==> config.mk <==
export PLATFORM = sky130hd
export DESIGN_NAME = dbuf_dma_chan
export DESIGN_NICKNAME = d
export VERILOG_FILES = /design/src/rtl/dbuf_pkg.sv /design/src/rtl/dbuf_regs.sv /design/src/rtl/dbuf_xfer.sv /design/src/rtl/dbuf_flags.sv /design/src/rtl/dbuf_dma_chan.sv
export SDC_FILE = /design/constraint.sdc
export NUM_CORES = 1
export LEC_CHECK = 0
export ABC_AREA = 1
export BUFFER_PORTS_ARGS = -buffer_cell sky130_fd_sc_hd__buf_2
export CORE_AREA = 2 2 120 122
export DETAILED_ROUTE_END_ITERATION = 7
export DIE_AREA = 0 0 122 124
export PLACE_DENSITY = 0.84
export SLEW_MARGIN = 15
export SYNTH_ARGS = -nofsm -noshare
export SYNTH_HDL_FRONTEND = slang
export SYNTH_SLANG_ARGS = --single-unit
==> constraint.sdc <==
create_clock -name clk -period 2.77 [get_ports clk]
set_input_delay 0.277 -clock clk [delete_from_list [all_inputs] [get_ports clk]]
set_output_delay 0.277 -clock clk [all_outputs]
set_load 0.01 [all_outputs]
==> src/rtl/dbuf_pkg.sv <==
// Package: shared state encoding and register select values for the
// double-buffer DMA channel. Assumes a 3-bit register select.
package dbuf_pkg;

    typedef enum logic [1:0] {
        CH_IDLE  = 2'd0,
        CH_RUN   = 2'd1,
        CH_DRAIN = 2'd2
    } ch_state_t;

    localparam int SEL_W     = 3;
    localparam int CFG_W     = 32;
    localparam logic [SEL_W-1:0] SEL_CTRL  = 3'd0;
    localparam logic [SEL_W-1:0] SEL_BASE0 = 3'd1;
    localparam logic [SEL_W-1:0] SEL_BASE1 = 3'd2;
    localparam logic [SEL_W-1:0] SEL_COUNT = 3'd3;
    localparam logic [SEL_W-1:0] SEL_CLEAR = 3'd4;

    localparam int CLR_TC_BIT  = 0;
    localparam int CLR_OVR_BIT = 1;
    localparam int EN_BIT      = 0;

endpackage

==> src/rtl/dbuf_regs.sv <==
// Module: configuration registers. Holds both buffer bases and the block
// count, and decodes control and clear writes into one-cycle commands.
// Assumes ADDR_W and CNT_W are no wider than the write data.
module dbuf_regs
    import dbuf_pkg::*;
#(
    parameter int ADDR_W = 32,
    parameter int CNT_W  = 16
) (
    input  logic              clk,
    input  logic              rst_n,
    input  logic              cfg_we,
    input  logic [SEL_W-1:0]  cfg_addr,
    input  logic [CFG_W-1:0]  cfg_wdata,
    input  logic              chan_idle,
    output logic [ADDR_W-1:0] base0,
    output logic [ADDR_W-1:0] base1,
    output logic [CNT_W-1:0]  reload,
    output logic              start_req,
    output logic              stop_req,
    output logic              clr_tc,
    output logic              clr_ovr
);

    logic wr_ctrl, wr_clear;

    // Decode write strobes per register.
    always_comb begin
        wr_ctrl   = cfg_we && (cfg_addr == SEL_CTRL);
        wr_clear  = cfg_we && (cfg_addr == SEL_CLEAR);
        start_req = wr_ctrl && cfg_wdata[EN_BIT] && chan_idle
                    && (reload != '0);
        stop_req  = wr_ctrl && !cfg_wdata[EN_BIT] && !chan_idle;
        clr_tc    = wr_clear && cfg_wdata[CLR_TC_BIT];
        clr_ovr   = wr_clear && cfg_wdata[CLR_OVR_BIT];
    end

    // Store bases at any time; the count only while the channel is idle.
    always_ff @(posedge clk) begin
        if (!rst_n) begin
            base0  <= '0;
            base1  <= '0;
            reload <= '0;
        end else if (cfg_we) begin
            if (cfg_addr == SEL_BASE0) base0 <= cfg_wdata[ADDR_W-1:0];
            if (cfg_addr == SEL_BASE1) base1 <= cfg_wdata[ADDR_W-1:0];
            if (cfg_addr == SEL_COUNT && chan_idle)
                reload <= cfg_wdata[CNT_W-1:0];
        end
    end

endmodule

==> src/rtl/dbuf_xfer.sv <==
// Module: transfer engine. Takes one peripheral item at a time into a
// holding register, writes it to memory, steps address and count, and
// swaps buffers with an automatic count reload at each terminal count.
// Stops on request after draining any held item. Assumes the peripheral
// may keep per_req high; the ack gap prevents double takes.
module dbuf_xfer
    import dbuf_pkg::*;
#(
    parameter int ADDR_W     = 32,
    parameter int DATA_W     = 32,
    parameter int CNT_W      = 16,
    parameter int ITEM_BYTES = 4
) (
    input  logic              clk,
    input  logic              rst_n,
    input  logic [ADDR_W-1:0] base0,
    input  logic [ADDR_W-1:0] base1,
    input  logic [CNT_W-1:0]  reload,
    input  logic              start_req,
    input  logic              stop_req,
    input  logic              per_req,
    input  logic [DATA_W-1:0] per_data,
    output logic              per_ack,
    output logic              mem_valid,
    input  logic              mem_ready,
    output logic [ADDR_W-1:0] mem_addr,
    output logic [DATA_W-1:0] mem_data,
    output logic              chan_idle,
    output logic              cur_tgt,
    output logic [CNT_W-1:0]  remaining,
    output logic              tc_evt
);

    localparam logic [ADDR_W-1:0] STEP = ADDR_W'(ITEM_BYTES);
    localparam logic [CNT_W-1:0]  ONE  = CNT_W'(1);

    ch_state_t         st, st_nxt;
    logic              hold_v, ack_q, tgt;
    logic [DATA_W-1:0] hold_d;
    logic [CNT_W-1:0]  cnt, cnt_adv;
    logic [ADDR_W-1:0] addr, addr_adv;
    logic              tgt_adv;
    logic              beat_done, last_beat, take, halting;

    // Handshake qualifiers for this cycle.
    always_comb begin
        beat_done = hold_v && mem_ready;
        last_beat = beat_done && (cnt == ONE);
        take      = (st == CH_RUN) && !stop_req && per_req && !hold_v && !ack_q;
    end

    // Position after a completed beat, including the buffer swap.
    always_comb begin
        cnt_adv  = cnt;
        addr_adv = addr;
        tgt_adv  = tgt;
        if (last_beat) begin
            cnt_adv  = reload;
            tgt_adv  = !tgt;
            addr_adv = tgt ? base0 : base1;
        end else if (beat_done) begin
            cnt_adv  = cnt - ONE;
            addr_adv = addr + STEP;
        end
    end

    // Channel state sequencing and stop detection.
    always_comb begin
        st_nxt  = st;
        halting = 1'b0;
        case (st)
            CH_IDLE:  if (start_req) st_nxt = CH_RUN;
            CH_RUN: begin
                if (stop_req) begin
                    if (hold_v && !beat_done) begin
                        st_nxt = CH_DRAIN;
                    end else begin
                        st_nxt  = CH_IDLE;
                        halting = 1'b1;
                    end
                end
            end
            CH_DRAIN: begin
                if (beat_done) begin
                    st_nxt  = CH_IDLE;
                    halting = 1'b1;
                end
            end
            default:  st_nxt = CH_IDLE;
        endcase
        tc_evt = last_beat || (halting && (cnt_adv != reload));
    end

    // State, holding register and position registers.
    always_ff @(posedge clk) begin
        if (!rst_n) begin
            st     <= CH_IDLE;
            ack_q  <= 1'b0;
            hold_v <= 1'b0;
            hold_d <= '0;
            cnt    <= '0;
            addr   <= '0;
            tgt    <= 1'b0;
        end else begin
            st    <= st_nxt;
            ack_q <= take;
            if (take) begin
                hold_v <= 1'b1;
                hold_d <= per_data;
            end else if (beat_done) begin
                hold_v <= 1'b0;
            end
            if (start_req && st == CH_IDLE) begin
                cnt  <= reload;
                addr <= base0;
                tgt  <= 1'b0;
            end else if (beat_done) begin
                cnt  <= cnt_adv;
                addr <= addr_adv;
                tgt  <= tgt_adv;
            end
        end
    end

    // Port mapping of internal state.
    always_comb begin
        per_ack   = ack_q;
        mem_valid = hold_v;
        mem_addr  = addr;
        mem_data  = hold_d;
        chan_idle = (st == CH_IDLE);
        cur_tgt   = tgt;
        remaining = cnt;
    end

endmodule

==> src/rtl/dbuf_flags.sv <==
// Module: sticky completion and overrun flags plus the completion pulse.
// A completion set wins over a same-cycle clear. OVR_EN=0 ties overrun low.
module dbuf_flags #(
    parameter bit OVR_EN = 1'b1
) (
    input  logic clk,
    input  logic rst_n,
    input  logic tc_evt,
    input  logic clr_tc,
    input  logic clr_ovr,
    output logic tc_pulse,
    output logic tc_flag,
    output logic ovr_flag
);

    // Completion flag and registered pulse.
    always_ff @(posedge clk) begin
        if (!rst_n) begin
            tc_flag  <= 1'b0;
            tc_pulse <= 1'b0;
        end else begin
            tc_pulse <= tc_evt;
            if (tc_evt)      tc_flag <= 1'b1;
            else if (clr_tc) tc_flag <= 1'b0;
        end
    end

    generate
        if (OVR_EN) begin : g_ovr
            logic ovr_q;
            // Overrun: event lands on a flag that is set and not being cleared.
            always_ff @(posedge clk) begin
                if (!rst_n)                          ovr_q <= 1'b0;
                else if (tc_evt && tc_flag && !clr_tc) ovr_q <= 1'b1;
                else if (clr_ovr)                    ovr_q <= 1'b0;
            end
            assign ovr_flag = ovr_q;
        end else begin : g_no_ovr
            assign ovr_flag = 1'b0;
        end
    endgenerate

endmodule

==> src/rtl/dbuf_dma_chan.sv <==
// Module: top of the double-buffer circular DMA channel. Connects the
// register file, transfer engine and flag logic. Assumes one outstanding
// memory write and a peripheral that holds per_req until acknowledged.
module dbuf_dma_chan
    import dbuf_pkg::*;
#(
    parameter int ADDR_W     = 32,
    parameter int DATA_W     = 32,
    parameter int CNT_W      = 16,
    parameter int ITEM_BYTES = 4,
    parameter bit OVR_EN     = 1'b1
) (
    input  logic              clk,
    input  logic              rst_n,
    input  logic              cfg_we,
    input  logic [2:0]        cfg_addr,
    input  logic [31:0]       cfg_wdata,
    input  logic              per_req,
    input  logic [DATA_W-1:0] per_data,
    output logic              per_ack,
    output logic              mem_valid,
    input  logic              mem_ready,
    output logic [ADDR_W-1:0] mem_addr,
    output logic [DATA_W-1:0] mem_data,
    output logic              tc_pulse,
    output logic              tc_flag,
    output logic              ovr_flag,
    output logic              active,
    output logic              cur_tgt,
    output logic [CNT_W-1:0]  remaining
);

    logic [ADDR_W-1:0] base0, base1;
    logic [CNT_W-1:0]  reload;
    logic start_req, stop_req, clr_tc, clr_ovr, chan_idle, tc_evt;

    dbuf_regs #(.ADDR_W(ADDR_W), .CNT_W(CNT_W)) u_regs (
        .clk(clk), .rst_n(rst_n), .cfg_we(cfg_we), .cfg_addr(cfg_addr),
        .cfg_wdata(cfg_wdata), .chan_idle(chan_idle), .base0(base0),
        .base1(base1), .reload(reload), .start_req(start_req),
        .stop_req(stop_req), .clr_tc(clr_tc), .clr_ovr(clr_ovr)
    );

    dbuf_xfer #(.ADDR_W(ADDR_W), .DATA_W(DATA_W), .CNT_W(CNT_W),
                .ITEM_BYTES(ITEM_BYTES)) u_xfer (
        .clk(clk), .rst_n(rst_n), .base0(base0), .base1(base1),
        .reload(reload), .start_req(start_req), .stop_req(stop_req),
        .per_req(per_req), .per_data(per_data), .per_ack(per_ack),
        .mem_valid(mem_valid), .mem_ready(mem_ready), .mem_addr(mem_addr),
        .mem_data(mem_data), .chan_idle(chan_idle), .cur_tgt(cur_tgt),
        .remaining(remaining), .tc_evt(tc_evt)
    );

    dbuf_flags #(.OVR_EN(OVR_EN)) u_flags (
        .clk(clk), .rst_n(rst_n), .tc_evt(tc_evt), .clr_tc(clr_tc),
        .clr_ovr(clr_ovr), .tc_pulse(tc_pulse), .tc_flag(tc_flag),
        .ovr_flag(ovr_flag)
    );

    // Channel is busy whenever it is not idle.
    always_comb active = !chan_idle;

endmodule

==> metrics.txt <==
number of DRC markers in iteration 0 816; Critical Path, Cell by Cell ha_1, nand2_1, nor3_4, nand2_2, nor3_2, nand2_1, nor2_2, nand2_1, nand2_1, o211ai_1, o21ai_0, a21oi_1; Slew Viols, Final 0; CTS tree yes; critical path data arrival time 2600 ps; Post-DP HPWL 16.48 mm; post-synthesis sequential area ratio 41.41%; multi-input combinational cell area 4051 µm²; Worst path slowest cell dfxtp_1; design area 9722 µm²; Leakage Power 4.285 nW; count of cell types in the netlist 43; DRC viols 0; Syn Area/Cell 6.888 µm²; total vias in the final route 8560; Max clock buf depth 2; final setup vio count 0; grt ovf 0; Mapped Nets 1257; nature of the critical path endpoint register; WS Path Type reg -> reg; vias in the first global route 7800; area leader, netlist dfxtp_1; Synth Flop Type dfxtp_1; worst vdd ir 0.5014 mV; H-Tree Depth 4; FP Rows 43; cts repair resizes 0; share of layout cells above drive strength 1 17.39%; clock latency on the worst-skew pair 440 ps; fin crit period 2272 ps; outcome complete, no violations; dpl cell area 9077 µm²; Num CTS Buffers 17; Post-CTS Setup Inserts 0; critical-path maximum fanout 5; top cells by area, synth dfxtp_1 (41%), o21ai_0 (9.4%), nand2_1 (9.2%), nor2_1 (8.6%), a21oi_1 (6.4%); Clock Sinks 168; largest net degree at the start of global routing 52; Synthesis Warnings 0; Placement Setup Slack 540.5 ps; count leader, synth nand2_1; setup TNS 0 ps; async set or reset register ratio after synthesis 0%; Synth Cell Area 8122 µm²; top cells by count, synth nand2_1 (199), nor2_1 (187), dfxtp_1 (168), o21ai_0 (152), inv_1 (120); CTS Root Buffer Type clkbuf_16; share of the synthesized area in the top cell type 41.41%; Port Buffer Count 158; Final Net Count 1393; Setup Skew 9.565 ps; final std cells w/o fill 1508; post-route clock period utilization 82.04%; Layout Area Growth over Synthesis 19.70%; PwrDens 673.4 nW/µm²; CP most frequent cell nand2_1; dpl cells 1476; CP Launch Type register; synthesis-stage register bit count 168; gr usage total 31.94%; worst setup margin 497.6 ps; initial core utilization 59.20%; WP buf/inv 0; post-route ant nets 0; number of max-cap violations 0; I/O Pins 159; Final Hold Vio Count 0; detailed-route wire length per cell 15.81 µm; vias per inst 5.676; final hold slack 76.22 ps; Post-CTS Hold Fix Bufs 0; CP delay by family, top simple AND/OR/NAND/NOR gates; Largest stage delay, worst path 430 ps; core area 13720 µm²; global-route wire length before repair 37.83 mm; Slew @ Worst Pin 862.1 ps; worst rel slew slack 42.47%; RSZ-0062 raised after global routing false; Peak Freq 0.4401 GHz; register area 3363 µm²; die width 122 µm; total die area 15130 µm²; Post-synth EDFFs 0; Clock Pin Slew Worst Setup and Hold Paths 60 ps; # fillers 1174; GP Congestion 0.9343; Hold Path Class in -> reg; final wirelength 23.85 mm; WP data required 3100 ps; Die H 124 µm; Post-Syn Instances 1179; DR pass1 iterations 5; initial antenna violation count 1; Antenna diodes 0
power by group:
group	leakage [nW]	total, mW	internal [mW]	switching, mW
Clock	0.310	2.61	1.62	0.989
Combinational	2.61	1.19	0.440	0.753
Sequential	1.36	2.74	2.61	0.137
routing by layer:
metal,wire (µm),vias to the layer above,GRT usage (%),part of all wire [%]
met3,2107,50,7.326,8.8
met1,10050,3904,41.18,42
met5,13,-,0,0.055
met4,676,2,12.28,2.8
li1,-,4180,-,-
met2,11000,424,52.23,46
worst min-delay path: stages:
cell,delay [ps]
buf_2,80
nor2_1,40
nor2_1,80
sequential cells by signal, indices dropped and copies added, names as in the netlist, 2 cells and up:
signal            count
u_xfer.mem_data      32
u_regs.base1         32
u_regs.base0         32
u_regs.reload        16
u_xfer.remaining     16
u_xfer.st             2
u_xfer.mem_addr      32
layout by cell type, fill, tap and decap left out, drive strengths merged, types with 8 or more instances in the layout:
cell    count
a31oi      10
clkbuf     20
nand2     204
o221ai     20
nand4       8
a211oi     14
o211ai     14
nand3      60
a21oi     104
nor2      194
buf       179
dfxtp     168
inv       122
o21ai     153
through the flow:
stage / util (%) / total power [mW]
4_1_cts: 70.86 / 6.542
2_1_floorplan: - / 3.540
5_1_grt: 70.86 / 6.832
3_3_place_gp: 66.17 / 3.942
3_5_place_dp: 66.17 / 3.963
6_report: 70.86 / 6.547
logic make-up after synthesis:
logic type / after synthesis / share of synthesized area (%)
XOR/XNOR: 11 / 1.186
AO/OA/AOI/OAI: 323 / 22.15
flip-flops: 168 / 41.41
buffers and inverters: 185 / 8.843
AND/OR/NAND/NOR: 481 / 24.87
multiplexers: 5 / 0.6163
adder cells (fa/ha/maj): 6 / 0.9243
area by class of cell:
| cell class | instances | area share (%) |
|---|---|---|
| clock buffer | 20 | 4.595 |
| clock inverter | 12 | 2.033 |
| inverter | 123 | 4.749 |
| multi-input combinational | 826 | 41.67 |
| sequential | 168 | 34.59 |
| tap | 180 | 2.317 |
| timing repair buffer | 179 | 10.04 |
worst paths after layout:
kind | startpoint | endpoint | slack, ps | depth (start not counted)
hold / removal | cfg_wdata[17] | u_regs.base1[17] | 80 | 3
setup reg to reg | u_xfer.mem_addr[2] | u_xfer.mem_addr[24] | 500 | 12
setup / recovery | u_xfer.mem_addr[2] | u_xfer.mem_addr[24] | 500 | 12
hold reg to reg | u_xfer.mem_data[27] | u_xfer.mem_data[27] | 440 | 2
Power figures use the tool's default switching activity.
